--- config.mk ---
export PLATFORM = sky130hd
export DESIGN_NAME = sm_csr_bank
export DESIGN_NICKNAME = d
export VERILOG_FILES = /design/src/rtl/sm_csr_pkg.sv /design/src/rtl/sm_csr_decode.sv /design/src/rtl/sm_csr_status.sv /design/src/rtl/sm_csr_bank.sv
export SDC_FILE = /design/constraint.sdc
export NUM_CORES = 2
export LEC_CHECK = 0
export BUFFER_PORTS_ARGS = -buffer_cell sky130_fd_sc_hd__buf_2
export CAP_MARGIN = 20
export CORE_MARGIN = 2
export CORE_UTILIZATION = 39
export CTS_CLUSTER_DIAMETER = 40
export CTS_CLUSTER_SIZE = 30
export DETAILED_ROUTE_END_ITERATION = 7
export HOLD_SLACK_MARGIN = 0.15
export PLACE_DENSITY = 0.53
export SLEW_MARGIN = 20
export SYNTH_ARGS = -nofsm -noshare
export SYNTH_HDL_FRONTEND = slang
export SYNTH_SLANG_ARGS = --single-unit
export TNS_END_PERCENT = 50
--- constraint.sdc ---
create_clock -name clk -period 5.1 [get_ports clk]
set_clock_uncertainty 0.05 [all_clocks]
set_input_delay 0.51 -clock clk [delete_from_list [all_inputs] [get_ports clk]]
set_output_delay 0.51 -clock clk [all_outputs]
set_load 0.02 [all_outputs]
--- src/rtl/sm_csr_pkg.sv ---
package sm_csr_pkg;

    typedef enum logic [4:0] {
        SEL_NONE, SEL_SSTATUS, SEL_SIE, SEL_STVEC, SEL_SSCRATCH, SEL_SEPC,
        SEL_SCAUSE, SEL_SBAD, SEL_SIP, SEL_MSTATUS, SEL_MEDELEG, SEL_MIDELEG,
        SEL_MIE, SEL_MTVEC, SEL_UCEN, SEL_SCEN, SEL_MSCRATCH, SEL_MEPC,
        SEL_MCAUSE, SEL_MBAD, SEL_MIP, SEL_CYCLE, SEL_TIME, SEL_INSTRET,
        SEL_VENDOR, SEL_ARCH, SEL_IMPL, SEL_HART
    } csr_sel_e;

    // status field masks (low 32 bits)
    localparam logic [31:0] ST_BASE_MASK = 32'h000E_79AA;
    localparam logic [31:0] ST_XS_MASK   = 32'h0001_8000;
    localparam logic [31:0] ST_VM_MASK   = 32'h1F00_0000;
    localparam logic [31:0] ST_SVIEW     = 32'h0005_E122;

    // interrupt bit masks
    localparam logic [31:0] IRQ_PEND_W   = 32'h0000_0022;
    localparam logic [31:0] IRQ_DELEG_W  = 32'h0000_1222;
    localparam logic [31:0] IRQ_EN_W     = 32'h0000_12AA;
    localparam logic [31:0] EXC_DELEG_W  = 32'h0000_FFFF;

    localparam int VM_LO = 24;
    localparam int FS_LO = 13;
    localparam int XS_LO = 15;

endpackage

--- src/rtl/sm_csr_decode.sv ---
module sm_csr_decode
    import sm_csr_pkg::*;
(
    input  logic [11:0] addr,
    output csr_sel_e    sel
);
    always_comb begin
        unique case (addr)
            12'h100: sel = SEL_SSTATUS;
            12'h104: sel = SEL_SIE;
            12'h105: sel = SEL_STVEC;
            12'h140: sel = SEL_SSCRATCH;
            12'h141: sel = SEL_SEPC;
            12'h142: sel = SEL_SCAUSE;
            12'h143: sel = SEL_SBAD;
            12'h144: sel = SEL_SIP;
            12'h300: sel = SEL_MSTATUS;
            12'h302: sel = SEL_MEDELEG;
            12'h303: sel = SEL_MIDELEG;
            12'h304: sel = SEL_MIE;
            12'h305: sel = SEL_MTVEC;
            12'h320: sel = SEL_UCEN;
            12'h321: sel = SEL_SCEN;
            12'h340: sel = SEL_MSCRATCH;
            12'h341: sel = SEL_MEPC;
            12'h342: sel = SEL_MCAUSE;
            12'h343: sel = SEL_MBAD;
            12'h344: sel = SEL_MIP;
            12'hC00: sel = SEL_CYCLE;
            12'hC01: sel = SEL_TIME;
            12'hC02: sel = SEL_INSTRET;
            12'hF11: sel = SEL_VENDOR;
            12'hF12: sel = SEL_ARCH;
            12'hF13: sel = SEL_IMPL;
            12'hF14: sel = SEL_HART;
            default: sel = SEL_NONE;
        endcase
    end
endmodule

--- src/rtl/sm_csr_status.sv ---
module sm_csr_status
    import sm_csr_pkg::*;
#(
    parameter int XLEN    = 64,
    parameter bit HAS_EXT = 1'b0
) (
    input  logic [XLEN-1:0] cur,
    input  logic [XLEN-1:0] wval,
    output logic [XLEN-1:0] nxt
);
    localparam logic [XLEN-1:0] BASE_M = XLEN'(ST_BASE_MASK);
    localparam logic [XLEN-1:0] XS_M   = HAS_EXT ? XLEN'(ST_XS_MASK) : '0;
    localparam logic [XLEN-1:0] VM_M   = XLEN'(ST_VM_MASK);

    logic [4:0]      vm_w;
    logic            vm_ok;
    logic [XLEN-1:0] mask;
    logic [XLEN-1:0] merged;

    always_comb begin
        vm_w = wval[VM_LO +: 5];
        if (XLEN == 32) vm_ok = (vm_w == 5'd0) || (vm_w == 5'd8);
        else            vm_ok = (vm_w == 5'd0) || (vm_w == 5'd9) || (vm_w == 5'd10);
        mask   = BASE_M | XS_M | (vm_ok ? VM_M : '0);
        merged = (cur & ~mask) | (wval & mask);
        nxt    = merged;
        nxt[XLEN-1] = (merged[FS_LO +: 2] == 2'b11) || (merged[XS_LO +: 2] == 2'b11);
    end
endmodule

--- src/rtl/sm_csr_bank.sv ---
module sm_csr_bank
    import sm_csr_pkg::*;
#(
    parameter int          XLEN      = 64,
    parameter bit          HAS_EXT   = 1'b0,
    parameter logic [63:0] HART_ID   = 64'd0,
    parameter logic [63:0] MTVEC_RST = 64'h0000_0000_0000_0100
) (
    input  logic            clk,
    input  logic            rst_n,
    input  logic [11:0]     csr_addr,
    input  logic [XLEN-1:0] csr_wdata,
    input  logic            csr_we,
    input  logic [XLEN-1:0] cycle_in,
    input  logic [XLEN-1:0] time_in,
    input  logic [XLEN-1:0] instret_in,
    output logic [XLEN-1:0] csr_rdata,
    output logic            csr_illegal
);
    localparam logic [XLEN-1:0] PEND_W  = XLEN'(IRQ_PEND_W);
    localparam logic [XLEN-1:0] DELEG_W = XLEN'(IRQ_DELEG_W);
    localparam logic [XLEN-1:0] EN_W    = XLEN'(IRQ_EN_W);
    localparam logic [XLEN-1:0] EXC_W   = XLEN'(EXC_DELEG_W);
    localparam logic [XLEN-1:0] SVIEW   = XLEN'(ST_SVIEW);
    localparam logic [XLEN-1:0] CEN_W   = XLEN'(3'b111);

    typedef struct packed {
        logic [XLEN-1:0] mstatus;
        logic [XLEN-1:0] mip;
        logic [XLEN-1:0] mie;
        logic [XLEN-1:0] mideleg;
        logic [XLEN-1:0] medeleg;
        logic [XLEN-1:0] mtvec;
        logic [XLEN-1:0] mscratch;
        logic [XLEN-1:0] mepc;
        logic [XLEN-1:0] mcause;
        logic [XLEN-1:0] mbad;
        logic [XLEN-1:0] stvec;
        logic [XLEN-1:0] sscratch;
        logic [XLEN-1:0] sepc;
        logic [XLEN-1:0] scause;
        logic [XLEN-1:0] sbad;
        logic [XLEN-1:0] ucen;
        logic [XLEN-1:0] scen;
    } regs_t;

    regs_t           state_q, state_d;
    csr_sel_e        sel;
    logic [XLEN-1:0] stat_wval, stat_nxt;
    logic [XLEN-1:0] rdata_d;
    logic            illegal_d;

    // views exported for the bound checker
    logic [XLEN-1:0] mstatus_w, mip_w, mtvec_w, ucen_w;
    assign mstatus_w = state_q.mstatus;
    assign mip_w     = state_q.mip;
    assign mtvec_w   = state_q.mtvec;
    assign ucen_w    = state_q.ucen;

    sm_csr_decode u_dec (
        .addr (csr_addr),
        .sel  (sel)
    );

    assign stat_wval = (sel == SEL_SSTATUS)
                     ? ((state_q.mstatus & ~SVIEW) | (csr_wdata & SVIEW))
                     : csr_wdata;

    sm_csr_status #(.XLEN(XLEN), .HAS_EXT(HAS_EXT)) u_stat (
        .cur  (state_q.mstatus),
        .wval (stat_wval),
        .nxt  (stat_nxt)
    );

    always_comb begin
        logic gated;
        logic ro;
        logic sdirty;
        logic [XLEN-1:0] merged;

        state_d = state_q;
        rdata_d = '0;
        merged  = '0;
        ro      = (csr_addr[11:10] == 2'b11);
        sdirty  = (state_q.mstatus[FS_LO +: 2] == 2'b11) ||
                  (state_q.mstatus[XS_LO +: 2] == 2'b11);

        unique case (sel)
            SEL_CYCLE:   gated = !state_q.ucen[0];
            SEL_TIME:    gated = !state_q.ucen[1];
            SEL_INSTRET: gated = !state_q.ucen[2];
            default:     gated = 1'b0;
        endcase
        illegal_d = (sel == SEL_NONE) || gated || (csr_we && ro);

        unique case (sel)
            SEL_SSTATUS: begin
                rdata_d = state_q.mstatus & SVIEW;
                rdata_d[XLEN-1] = sdirty;
            end
            SEL_SIE:      rdata_d = state_q.mie & state_q.mideleg;
            SEL_SIP:      rdata_d = state_q.mip & state_q.mideleg;
            SEL_STVEC:    rdata_d = state_q.stvec;
            SEL_SSCRATCH: rdata_d = state_q.sscratch;
            SEL_SEPC:     rdata_d = state_q.sepc;
            SEL_SCAUSE:   rdata_d = state_q.scause;
            SEL_SBAD:     rdata_d = state_q.sbad;
            SEL_MSTATUS:  rdata_d = state_q.mstatus;
            SEL_MEDELEG:  rdata_d = state_q.medeleg;
            SEL_MIDELEG:  rdata_d = state_q.mideleg;
            SEL_MIE:      rdata_d = state_q.mie;
            SEL_MTVEC:    rdata_d = state_q.mtvec;
            SEL_UCEN:     rdata_d = state_q.ucen;
            SEL_SCEN:     rdata_d = state_q.scen;
            SEL_MSCRATCH: rdata_d = state_q.mscratch;
            SEL_MEPC:     rdata_d = state_q.mepc;
            SEL_MCAUSE:   rdata_d = state_q.mcause;
            SEL_MBAD:     rdata_d = state_q.mbad;
            SEL_MIP:      rdata_d = state_q.mip;
            SEL_CYCLE:    rdata_d = cycle_in;
            SEL_TIME:     rdata_d = time_in;
            SEL_INSTRET:  rdata_d = instret_in;
            SEL_HART:     rdata_d = XLEN'(HART_ID);
            default:      rdata_d = '0;
        endcase
        if (illegal_d) rdata_d = '0;

        if (csr_we && !illegal_d) begin
            unique case (sel)
                SEL_SSTATUS, SEL_MSTATUS: state_d.mstatus = stat_nxt;
                SEL_SIE: begin
                    merged = (state_q.mie & ~state_q.mideleg) | (csr_wdata & state_q.mideleg);
                    state_d.mie = merged & EN_W;
                end
                SEL_SIP: begin
                    merged = (state_q.mip & ~state_q.mideleg) | (csr_wdata & state_q.mideleg);
                    state_d.mip = (state_q.mip & ~PEND_W) | (merged & PEND_W);
                end
                SEL_MIP:      state_d.mip = (state_q.mip & ~PEND_W) | (csr_wdata & PEND_W);
                SEL_MIE:      state_d.mie = csr_wdata & EN_W;
                SEL_MIDELEG:  state_d.mideleg = csr_wdata & DELEG_W;
                SEL_MEDELEG:  state_d.medeleg = csr_wdata & EXC_W;
                SEL_STVEC:    state_d.stvec = {csr_wdata[XLEN-1:2], 2'b00};
                SEL_MTVEC:    state_d.mtvec = {csr_wdata[XLEN-1:2], 2'b00};
                SEL_SSCRATCH: state_d.sscratch = csr_wdata;
                SEL_SEPC:     state_d.sepc = csr_wdata;
                SEL_SCAUSE:   state_d.scause = csr_wdata;
                SEL_SBAD:     state_d.sbad = csr_wdata;
                SEL_MSCRATCH: state_d.mscratch = csr_wdata;
                SEL_MEPC:     state_d.mepc = csr_wdata;
                SEL_MCAUSE:   state_d.mcause = csr_wdata;
                SEL_MBAD:     state_d.mbad = csr_wdata;
                SEL_UCEN:     state_d.ucen = csr_wdata & CEN_W;
                SEL_SCEN:     state_d.scen = csr_wdata & CEN_W;
                default:      state_d = state_q;
            endcase
        end
    end

    always_ff @(posedge clk) begin
        if (!rst_n) begin
            state_q       <= '0;
            state_q.mtvec <= XLEN'(MTVEC_RST);
        end else begin
            state_q <= state_d;
        end
    end

    assign csr_rdata   = rdata_d;
    assign csr_illegal = illegal_d;

endmodule

==> impl_metrics.ini <==
[min_path]
min_from = csr_wdata[58]
holdPathStages = 3
hold_path.class = input pin to register
min_to = state_q[186]

[sta]
layout_min_cycle_time_ns = 4.62
finalCritPeriodShare_pct = 90.6
setup_viol = 0
rsz0062_at_grt = no
worst_pin_slew_ns = 0.975
report.final.slew_viol_count = 0
max_freq_ghz = 0.216
tns_ns = 0
holdWs_ns = 0.181
final_hold_viol_count = 0
slew_headroom_pct = 35.0

[floorplanning]
die_y_um = 289
die_area_sq_um = 83400
placeableCoreArea_sq_um = 80400
die_w_um = 289
rows = 104
start_util_pct = 39.3
num_io_pins = 336

[routing]
vias = 29524
wl_per_cell_um = 23.1
drtIter0Drc = 2826
ant_nets = 0
routed_wl_um = 122000
via_per_inst = 5.60
drtPass1Iterations = 7
drc = 0

[critical_path]
crit_path_max_fanout = 64
critPathLaunchType = input pin
rr_worst_depth = 6
critical_path_arrival_ns = 4.06
worstSetupEndpointType = primary output
slowest_stage = a21o_4
critPathMaxStageDelay_ns = 0.68
required_ns = 4.54
crit_type = input pin to primary output
cp_cell_sequence = buf_2 -> or4b_1 -> nor3_2 -> a211oi_1 -> nor3b_4 -> mux2_2 -> o21ai_1 -> a21o_4 -> a21oi_1 -> buf_2
cpMostUsedCell = buf_2
reg2reg_slack_ns = 3.71

[synth]
synth-async-reset-ratio_pct = 0
synth_top_flop_cell = dfxtp_1
synth_cell_type_count = 69
netlist_top_cells_area = dfxtp_1, nand2_1, a21boi_0, a22oi_1, clkbuf_1
yosysWarnings = 0
yosysTopAreaCell = dfxtp_1
yosysTopAreaCellShare_pct = 43.5
netlist_area_sq_um = 31600
synth-seq-cells = 688
syn_avg_cell_area_sq_um = 8.08
yosysSeqAreaShare_pct = 43.5
synth-edff-count = 0
syn-num-nets = 4183
synth_cells = 3912

[cts]
cts.repair.resized = 0
clock_tree.root_cell = clkbuf_16
cts_tree = yes
clk-insertion-delay-late_ns = 0.67
clockBufferDepth = 3
cts.sinks = 688
numCtsBuffers = 117
htreeDepth = 3
clkTransAtPathRegs_ns = 0.05

[finish]
fin_nets = 4382
fin_area_sq_um = 39100
n_fill_cell = 7848
multiInputGateArea_sq_um = 16300
drive_above_1_share_pct = 17.4
final-seq-area_sq_um = 13800
syn_to_final_growth_pct = 23.7

[grt]
grt_pass1_wl_um = 182000
grt-ovfl-total = 0
grt_pass1_vias = 28301
grt_max_degree = 147
track_usage_pct = 28.5
antenna_found_initial = 5

[place]
detailed_place.area_sq_um = 34200
numPortBuffers = 335
hpwlAfterDp_um = 74800
gp_congestion = 0.886

[run_status]
status = finished, final reports clean

[run]
maxCapViolCount = 0

[power]
ir_drop_mv = 0.333
power_density_nw_per_um2 = 373
leakage_nw = 13.4
## area by class of cell
cell class,instances,share of cell area (%)
diodes,2,0.0128
clock buffers,141,8.18
clock inverters,80,3.12
inverters,7,0.0672
multi-input cells,2826,41.6
flip-flops and latches,688,35.2
well taps,1060,3.39
repair buffers,471,8.43
## registers in the layout, summed over array words and instances, names as in the netlist, named ones only
signal	cells
mstatus_w	13
mtvec_w	62
state_q	599
ucen_w	3
## critical path, delay by kind of cell
kind            cells  cell delay, ns
simple gates        3            1.28
compound gates      4            1.38
buf+inv             2            0.41
mux                 1            0.40
## layer usage
layer  track usage (%)  vias to the layer above  share of wire, %
li1                  -                    14040                 -
met1              39.1                    14298                45
met2              45.3                      976                45
met3              5.02                      204               6.8
met4              9.37                        6               2.9
met5                 0                        -             0.030
## synthesized netlist by cell type (20+ instances only)
| master | instances |
|---|---|
| nand2_1 | 1378 |
| dfxtp_1 | 688 |
| a21boi_0 | 536 |
| clkbuf_1 | 212 |
| a22oi_1 | 176 |
| buf_2 | 128 |
| a21boi_1 | 91 |
| nand3_1 | 81 |
| a221oi_1 | 69 |
| a221o_1 | 57 |
| a222oi_1 | 54 |
| a31oi_1 | 46 |
| a21oi_1 | 39 |
| mux2i_1 | 31 |
| nor2b_1 | 29 |
| nor2_1 | 24 |
| buf_1 | 22 |
| nand2_2 | 22 |
| a21boi_2 | 20 |
| buf_4 | 20 |
| nor3_1 | 20 |
## placed cells by master (no fill, tap or decap), types with 14 or more instances in the layout
| cell type | count |
|---|---|
| nor3_1 | 14 |
| a222oi_1 | 54 |
| nand2_2 | 22 |
| buf_12 | 38 |
| mux2i_1 | 31 |
| a31oi_1 | 46 |
| a21oi_1 | 39 |
| a21boi_1 | 91 |
| o21ai_0 | 16 |
| nor2b_1 | 29 |
| bufinv_16 | 25 |
| nand3_1 | 81 |
| dfxtp_1 | 688 |
| buf_2 | 334 |
| nand2_1 | 1370 |
| nor2_1 | 21 |
| clkbuf_16 | 118 |
| a22oi_1 | 176 |
| clkinv_2 | 19 |
| dlygate4sd3_1 | 46 |
| a21boi_0 | 536 |
| a221o_1 | 57 |
| clkbuf_8 | 16 |
| a22o_1 | 15 |
| buf_4 | 52 |
| a221oi_1 | 69 |
| clkinvlp_4 | 17 |
| a21boi_2 | 20 |
## where the power goes
group | switching, W | internal (W) | leakage (nW)
clock | 0.00297 | 0.00577 | 2.12
sequential | 0.00000000177 | 0.00538 | 5.54
combinational | 0.000286 | 0.000190 | 5.79
## repair_timing
action	in CTS	in global routing
setup endpoints to repair	0	0
setup buffers	0	0
endpoints found under the hold margin	359	0
hold buffers	46	0
## cell families (layout without fill, tap and decap cells)
family,after synthesis,count (layout),synth area share [%]
other,0,2,0
AOI/OAI and AO/OA,1153,1153,28.3
xor gates and xnor gates,2,2,0.0554
muxes,33,33,1.05
and+or+nand+nor,1638,1638,21.4
DFF,688,688,43.5
buffers and inverters,398,699,5.68
## through the flow
step / std cells / total power, W / setup slack, ns / utilization [%]
5_1_grt: 5274 / 0.0150 / 0.227 / 48.6
6_report: 5275 / 0.0146 / 0.479 / 48.6
2_1_floorplan: 3912 / 0.00572 / 1.24 / -
3_5_place_dp: 5006 / 0.00594 / 0.564 / 42.6
3_3_place_gp: 5006 / 0.00594 / 0.602 / 42.6
4_1_cts: 5273 / 0.0147 / 0.509 / 48.6
## worst max-delay path by stage
stage / endpoint / startpoint / slack, ns
final: csr_rdata[14] / csr_addr[5] / 0.48
after global routing: csr_rdata[40] / csr_addr[5] / 0.23
after CTS: csr_rdata[14] / csr_addr[5] / 0.51
after detailed placement: csr_rdata[14] / csr_addr[5] / 0.56
after global placement: csr_rdata[14] / csr_addr[5] / 0.60
after floorplan: csr_rdata[55] / csr_addr[10] / 1.24
Power figures use the tool's default switching activity.
